<file path="src/rtl/hbr_pkg.sv">
// Shared types for the triggered hold and crossing-ID recorder.
package hbr_pkg;
    typedef enum logic [1:0] {
        SEQ_IDLE = 2'd0,
        SEQ_WAIT = 2'd1,
        SEQ_HOLD = 2'd2
    } seq_state_t;
endpackage

</file>
<file path="src/rtl/hbr_trig_merge.sv">
// Merges the channel discriminator bits and the force input into a single
// trigger. Assumes the inputs are already synchronous to clk.
module hbr_trig_merge #(
    parameter int NUM_CH = 36
) (
    input  logic [NUM_CH-1:0] ch_trig,
    input  logic              force_trig,
    output logic              trig_any
);
    // Trigger is the OR of every channel and the force input.
    always_comb trig_any = (|ch_trig) | force_trig;
endmodule

</file>
<file path="src/rtl/hbr_bx_window.sv">
// Holds the acquisition-window flag and the crossing counter. The counter
// restarts from zero when a window opens and wraps at its width.
module hbr_bx_window #(
    parameter int BCID_W = 24
) (
    input  logic              clk,
    input  logic              rst_n,
    input  logic              acq_start,
    input  logic              acq_stop,
    input  logic              bx_tick,
    output logic              acq_active,
    output logic [BCID_W-1:0] bx_count
);
    // Window flag: start takes priority over stop.
    always_ff @(posedge clk) begin
        if (!rst_n)         acq_active <= 1'b0;
        else if (acq_start) acq_active <= 1'b1;
        else if (acq_stop)  acq_active <= 1'b0;
    end

    // Crossing counter: cleared on start, counts ticks inside the window.
    always_ff @(posedge clk) begin
        if (!rst_n)                      bx_count <= '0;
        else if (acq_start)              bx_count <= '0;
        else if (acq_active && bx_tick)  bx_count <= bx_count + 1'b1;
    end
endmodule

</file>
<file path="src/rtl/hbr_hold_seq.sv">
// Event sequencer. When armed, it accepts a trigger and latches the crossing
// tag and the peaking delay. It counts the delay down, then drives the hold
// for one cycle. Triggers that arrive while it is busy are dropped. A restart
// returns it to idle.
module hbr_hold_seq
    import hbr_pkg::*;
#(
    parameter int DLY_W  = 4,
    parameter int BCID_W = 24
) (
    input  logic              clk,
    input  logic              rst_n,
    input  logic              restart,
    input  logic              arm,
    input  logic              trig_any,
    input  logic [DLY_W-1:0]  peak_dly,
    input  logic [BCID_W-1:0] bx_count,
    input  logic              hold_ok,
    output logic              hold,
    output logic              commit,
    output logic [BCID_W-1:0] tag
);
    seq_state_t       state;
    logic [DLY_W-1:0] dly_cnt;
    logic             accept;

    // Accept a trigger only in idle with the window armed.
    always_comb accept = arm && trig_any && (state == SEQ_IDLE) && !restart;

    // State progression: idle -> wait (delay) -> hold (one cycle) -> idle.
    always_ff @(posedge clk) begin
        if (!rst_n || restart) begin
            state <= SEQ_IDLE;
        end else begin
            unique case (state)
                SEQ_IDLE: if (accept) state <= SEQ_WAIT;
                SEQ_WAIT: if (dly_cnt == '0) state <= SEQ_HOLD;
                SEQ_HOLD: state <= SEQ_IDLE;
                default:  state <= SEQ_IDLE;
            endcase
        end
    end

    // Delay counter: loaded on accept, counts down while waiting.
    always_ff @(posedge clk) begin
        if (!rst_n)                                      dly_cnt <= '0;
        else if (accept)                                 dly_cnt <= peak_dly;
        else if (state == SEQ_WAIT && dly_cnt != '0)     dly_cnt <= dly_cnt - 1'b1;
    end

    // Event tag: crossing number captured at the accepting edge.
    always_ff @(posedge clk) begin
        if (!rst_n)      tag <= '0;
        else if (accept) tag <= bx_count;
    end

    // Hold decodes the state; commit marks a validated hold.
    always_comb begin
        hold   = (state == SEQ_HOLD);
        commit = hold && hold_ok && !restart;
    end
endmodule

</file>
<file path="src/rtl/hbr_addr_ctl.sv">
// Analog-memory pointer and time-memory write port. Each validated hold
// writes the tag to the current cell and steps the pointer. At the last cell
// it sets the full flag and leaves the pointer where it is. Assumes commit
// never arrives while full, since the sequencer is disarmed then.
module hbr_addr_ctl #(
    parameter int DEPTH  = 16,
    parameter int BCID_W = 24,
    parameter int AW     = (DEPTH > 1) ? $clog2(DEPTH) : 1
) (
    input  logic              clk,
    input  logic              rst_n,
    input  logic              restart,
    input  logic              commit,
    input  logic [BCID_W-1:0] tag,
    output logic [AW-1:0]     mem_addr,
    output logic              mem_full,
    output logic              bcid_we,
    output logic [AW-1:0]     bcid_waddr,
    output logic [BCID_W-1:0] bcid_wdata
);
    localparam logic [AW-1:0] LAST = AW'(DEPTH - 1);

    // Pointer and full flag: step on commit, saturate at the last cell.
    always_ff @(posedge clk) begin
        if (!rst_n || restart) begin
            mem_addr <= '0;
            mem_full <= 1'b0;
        end else if (commit && !mem_full) begin
            if (mem_addr == LAST) mem_full <= 1'b1;
            else                  mem_addr <= mem_addr + 1'b1;
        end
    end

    // Write strobe: one cycle after each commit.
    always_ff @(posedge clk) begin
        if (!rst_n) bcid_we <= 1'b0;
        else        bcid_we <= commit && !mem_full && !restart;
    end

    // Write address and data: captured with the commit.
    always_ff @(posedge clk) begin
        if (!rst_n) begin
            bcid_waddr <= '0;
            bcid_wdata <= '0;
        end else if (commit) begin
            bcid_waddr <= mem_addr;
            bcid_wdata <= tag;
        end
    end
endmodule

</file>
<file path="src/rtl/hold_bx_recorder.sv">
// Top level of the triggered hold and crossing-ID recorder. It connects the
// trigger merge, the window/crossing counter, the event sequencer and the
// address control. All inputs are synchronous to clk.
module hold_bx_recorder #(
    parameter int NUM_CH = 36,
    parameter int BCID_W = 24,
    parameter int DEPTH  = 16,
    parameter int DLY_W  = 4,
    parameter int AW     = (DEPTH > 1) ? $clog2(DEPTH) : 1
) (
    input  logic              clk,
    input  logic              rst_n,
    input  logic              acq_start,
    input  logic              acq_stop,
    input  logic              bx_tick,
    input  logic [NUM_CH-1:0] ch_trig,
    input  logic              force_trig,
    input  logic [DLY_W-1:0]  peak_dly,
    input  logic              hold_ok,
    output logic              hold,
    output logic [AW-1:0]     mem_addr,
    output logic              mem_full,
    output logic              bcid_we,
    output logic [AW-1:0]     bcid_waddr,
    output logic [BCID_W-1:0] bcid_wdata
);
    logic              trig_any;
    logic              acq_active;
    logic [BCID_W-1:0] bx_count;
    logic              commit;
    logic [BCID_W-1:0] tag;
    logic              arm;

    // The sequencer is armed inside the window while cells remain.
    always_comb arm = acq_active && !mem_full;

    hbr_trig_merge #(.NUM_CH(NUM_CH)) merge_i (
        .ch_trig    (ch_trig),
        .force_trig (force_trig),
        .trig_any   (trig_any)
    );

    hbr_bx_window #(.BCID_W(BCID_W)) window_i (
        .clk        (clk),
        .rst_n      (rst_n),
        .acq_start  (acq_start),
        .acq_stop   (acq_stop),
        .bx_tick    (bx_tick),
        .acq_active (acq_active),
        .bx_count   (bx_count)
    );

    hbr_hold_seq #(.DLY_W(DLY_W), .BCID_W(BCID_W)) seq_i (
        .clk      (clk),
        .rst_n    (rst_n),
        .restart  (acq_start),
        .arm      (arm),
        .trig_any (trig_any),
        .peak_dly (peak_dly),
        .bx_count (bx_count),
        .hold_ok  (hold_ok),
        .hold     (hold),
        .commit   (commit),
        .tag      (tag)
    );

    hbr_addr_ctl #(.DEPTH(DEPTH), .BCID_W(BCID_W), .AW(AW)) addr_i (
        .clk        (clk),
        .rst_n      (rst_n),
        .restart    (acq_start),
        .commit     (commit),
        .tag        (tag),
        .mem_addr   (mem_addr),
        .mem_full   (mem_full),
        .bcid_we    (bcid_we),
        .bcid_waddr (bcid_waddr),
        .bcid_wdata (bcid_wdata)
    );
endmodule

</file>
<file path="config.mk">
export PLATFORM = sky130hd
export DESIGN_NAME = hold_bx_recorder
export DESIGN_NICKNAME = d
export VERILOG_FILES = /design/src/rtl/hbr_pkg.sv /design/src/rtl/hbr_trig_merge.sv /design/src/rtl/hbr_bx_window.sv /design/src/rtl/hbr_hold_seq.sv /design/src/rtl/hbr_addr_ctl.sv /design/src/rtl/hold_bx_recorder.sv
export SDC_FILE = /design/constraint.sdc
export NUM_CORES = 1
export LEC_CHECK = 0
export BUFFER_PORTS_ARGS = -buffer_cell sky130_fd_sc_hd__buf_2
export CAP_MARGIN = 20
export CORE_MARGIN = 8
export CORE_UTILIZATION = 40
export DETAILED_ROUTE_END_ITERATION = 8
export SYNTH_ARGS = -nofsm -noshare
export SYNTH_HDL_FRONTEND = slang
export SYNTH_HIERARCHICAL = 1
export SYNTH_SLANG_ARGS = --single-unit
</file>
<file path="constraint.sdc">
create_clock -name clk -period 3.5 [get_ports clk]
set_input_delay 0.525 -clock clk [delete_from_list [all_inputs] [get_ports clk]]
set_output_delay 0.525 -clock clk [all_outputs]
set_load 0.03 [all_outputs]
</file>
==> impl_metrics.tcl <==
set metrics [dict create \
    status "complete, no violations" \
    layout-drive-gt1-share_pct 22.6 \
    drt_iter0_drc 225 \
    yosys.area_share.simple_pct 25.0 \
    cts_resized 0 \
    path_clk_slew_ns 0.09 \
    multiInputGateArea_sq_um 1910 \
    place_congestion 0.796 \
    synthTopCellsByArea "dfxtp_1, mux2i_1, a21oi_1" \
    skew_ns 0.0142 \
    timing.rr.start "window_i/acq_active" \
    viasPerCell 5.23 \
    cap_violations 0 \
    finalPower_mw 1.85 \
    core_sq_um 9550 \
    overflow 0 \
    grt_setup_unrepaired "no" \
    antenna_left 0 \
    synthMuxAreaShare_pct 7.56 \
    yosysMostFrequentCell "dfxtp_1" \
    slew_viol_final 0 \
    cts_buffers 9 \
    setup_viol 0 \
    grt_antenna_before_repair 0 \
    finish.utilization_pct 47.5 \
    start_kind "input pin" \
    die_x_um 114 \
    peakVddDrop_mv 0.226 \
    fillers 941 \
    placed_area_sq_um 4320 \
    period_share_pct 66.4 \
    end_kind "register" \
    drt_first_pass_iters 4 \
    ys_ff_latch 89 \
    clock_sinks 89 \
    synth_top_area_share_pct 46.2 \
    synth-compound-area-share_pct 13.1 \
    fmax_ghz 0.430 \
    r2r_slack_ns 1.23 \
    grt_util_all_layers_pct 15.2 \
    power_density_nw_per_um2 408 \
    max-slew-margin-rel_pct 34.3 \
    yosysSeqAreaShare_pct 46.2 \
    postSynthCellCount 421 \
    regArea_sq_um 1780 \
    num_vias 3290 \
    finalWirelength_mm 9.43 \
    synth-xor-area-share_pct 2.73 \
    grt_pass1_vias 3301 \
    p_leak_nw 1.59 \
    dp_slack_ns 0.817 \
    tightest_slew_ns 0.985 \
    rows 36 \
    cts_tree "built" \
    die_area_sq_um 13000 \
    async_flop_share_pct 0 \
    postCtsSetupBuffers 0 \
    hold_viol 0 \
    holdPathEnd "seq_i/tag[3]" \
    critPathKind "input pin to register" \
    min_delay_path_depth 2 \
    antenna_cells 0 \
    hold_slack_ns 0.479 \
    final_nets 541 \
    drc 0 \
    wire_per_inst_um 15.0 \
    clock_latency_ns 0.36 \
    dp.cells 613 \
    ff2ff_path_depth 4 \
    area_delta_synth_final_pct 17.6 \
    syn_avg_cell_area_sq_um 9.16 \
    dpl.hpwl_mm 6.77 \
    arrival_ns 2.57 \
    worstHoldStart "seq_i/tag[3]" \
    worst-path-max-fanout 27 \
    grt_pass1_wl_mm 16.2 \
    synth_top_family_by_area "simple AND/OR/NAND/NOR gates" \
    start_util_pct 40.4 \
    synthTopCellsByCount "dfxtp_1, a21oi_1, nand3_1, o21ai_0, nor2b_1" \
    finalSetupTns_ns 0 \
    h-tree-depth 3 \
    io_buffers 81 \
    synth_nets 471 \
    synthFlopType "dfxtp_1" \
    root_buffer "clkbuf_8" \
    io_pins 82 \
    min_period_ns 2.33 \
    cts_buffer_depth 2 \
    synthAdderAreaFrac_pct 0.973 \
    stdcell_area_sq_um 4530 \
    grt_max_degree 32 \
    timing.final.ws_setup_ns 1.17 \
    fin_cells 629 \
    hold_buffers 0 \
    synth_cell_types 48 \
    yosys.area.top_type "dfxtp_1" \
    syn_area_sq_um 3860 \
    die_h_um 114 \
    hold_class "register to register" \
    cp.required_ns 3.74 \
    ys_warn_count 6 \
    r2r_end "seq_i/dly_cnt[3]" \
    synth_edf_count 0 \
]
==> per-layer routing <==
metal / share of wire [%] / GRT usage [%] / up-vias
met2: 46 / 24.4 / 70
met1: 48 / 19.8 / 1547
met3: 4.8 / 3.53 / 6
li1: - / - / 1667
met4: 0.94 / 4.70 / 0
met5: 0 / 0 / -
==> layout by cell type, fill, tap and decap left out, drive strengths merged, types with 2 or more instances in the layout <==
| cell type | count |
|---|---|
| a21oi | 41 |
| and3 | 4 |
| nand4 | 8 |
| buf | 86 |
| or3 | 9 |
| nor3 | 11 |
| nand3 | 35 |
| inv | 9 |
| nand2 | 16 |
| clkbuf | 10 |
| nor4 | 10 |
| and4 | 5 |
| and2b | 2 |
| o21ai | 34 |
| nor2b | 30 |
| nor2 | 18 |
| xor2 | 9 |
| a211oi | 2 |
| nor4b | 2 |
| xnor2 | 3 |
| nand2b | 5 |
| a41oi | 2 |
| or4 | 5 |
| mux2i | 28 |
| o31ai | 5 |
| dfxtp | 89 |
| ha | 3 |
==> flip-flops by register name, indices dropped and copies added, names as in the netlist <==
signal	flops
window_i/bx_count	24
seq_i/tag	24
addr_i/bcid_waddr	4
seq_i/dly_cnt	4
seq_i/state	2
addr_i/mem_addr	4
window_i/acq_active	1
addr_i/mem_full	1
addr_i/bcid_we	1
addr_i/bcid_wdata	24
==> cells by family after synthesis <==
logic type / Yosys count
multiplexers: 29
AO/OA/AOI/OAI: 90
adder cells (fa/ha/maj): 3
XOR/XNOR: 12
buffers and inverters: 33
flip-flops: 89
AND/OR/NAND/NOR: 165
==> critical path: stages <==
cell and delay [ns]:
buf_2 0.09, nor4_1 0.28, nand4_1 0.14, or3_1 0.36
and4bb_1 0.53, and3_4 0.36, o31a_1 0.27
==> final cells by class <==
class | instances | area share (%)
clock buffers | 10 | 3.04
clock inverters | 6 | 1.60
inverters | 6 | 0.497
multi-input cells | 299 | 42.1
flip-flops and latches | 89 | 39.3
well taps | 133 | 3.67
repair buffers | 86 | 9.77
==> power by group <==
group	switching (mW)	internal [mW]
clock network	0.378	0.359
registers	0.00609	1.02
logic	0.0514	0.0411
==> how the worst max path moves through the flow <==
stage                        startpoint               end  slack, ns  cells past startpoint
floorplan                   ch_trig[25]  seq_i/dly_cnt[0]       1.41                      7
global placement            ch_trig[21]  seq_i/dly_cnt[0]       0.88                      7
detailed placement          ch_trig[21]  seq_i/dly_cnt[0]       0.82                      7
CTS                         ch_trig[33]  seq_i/dly_cnt[0]       1.18                      7
global route        window_i/acq_active  seq_i/dly_cnt[3]       0.95                      4
finish                      ch_trig[10]  seq_i/dly_cnt[0]       1.17                      7
Power figures use the tool's default switching activity.
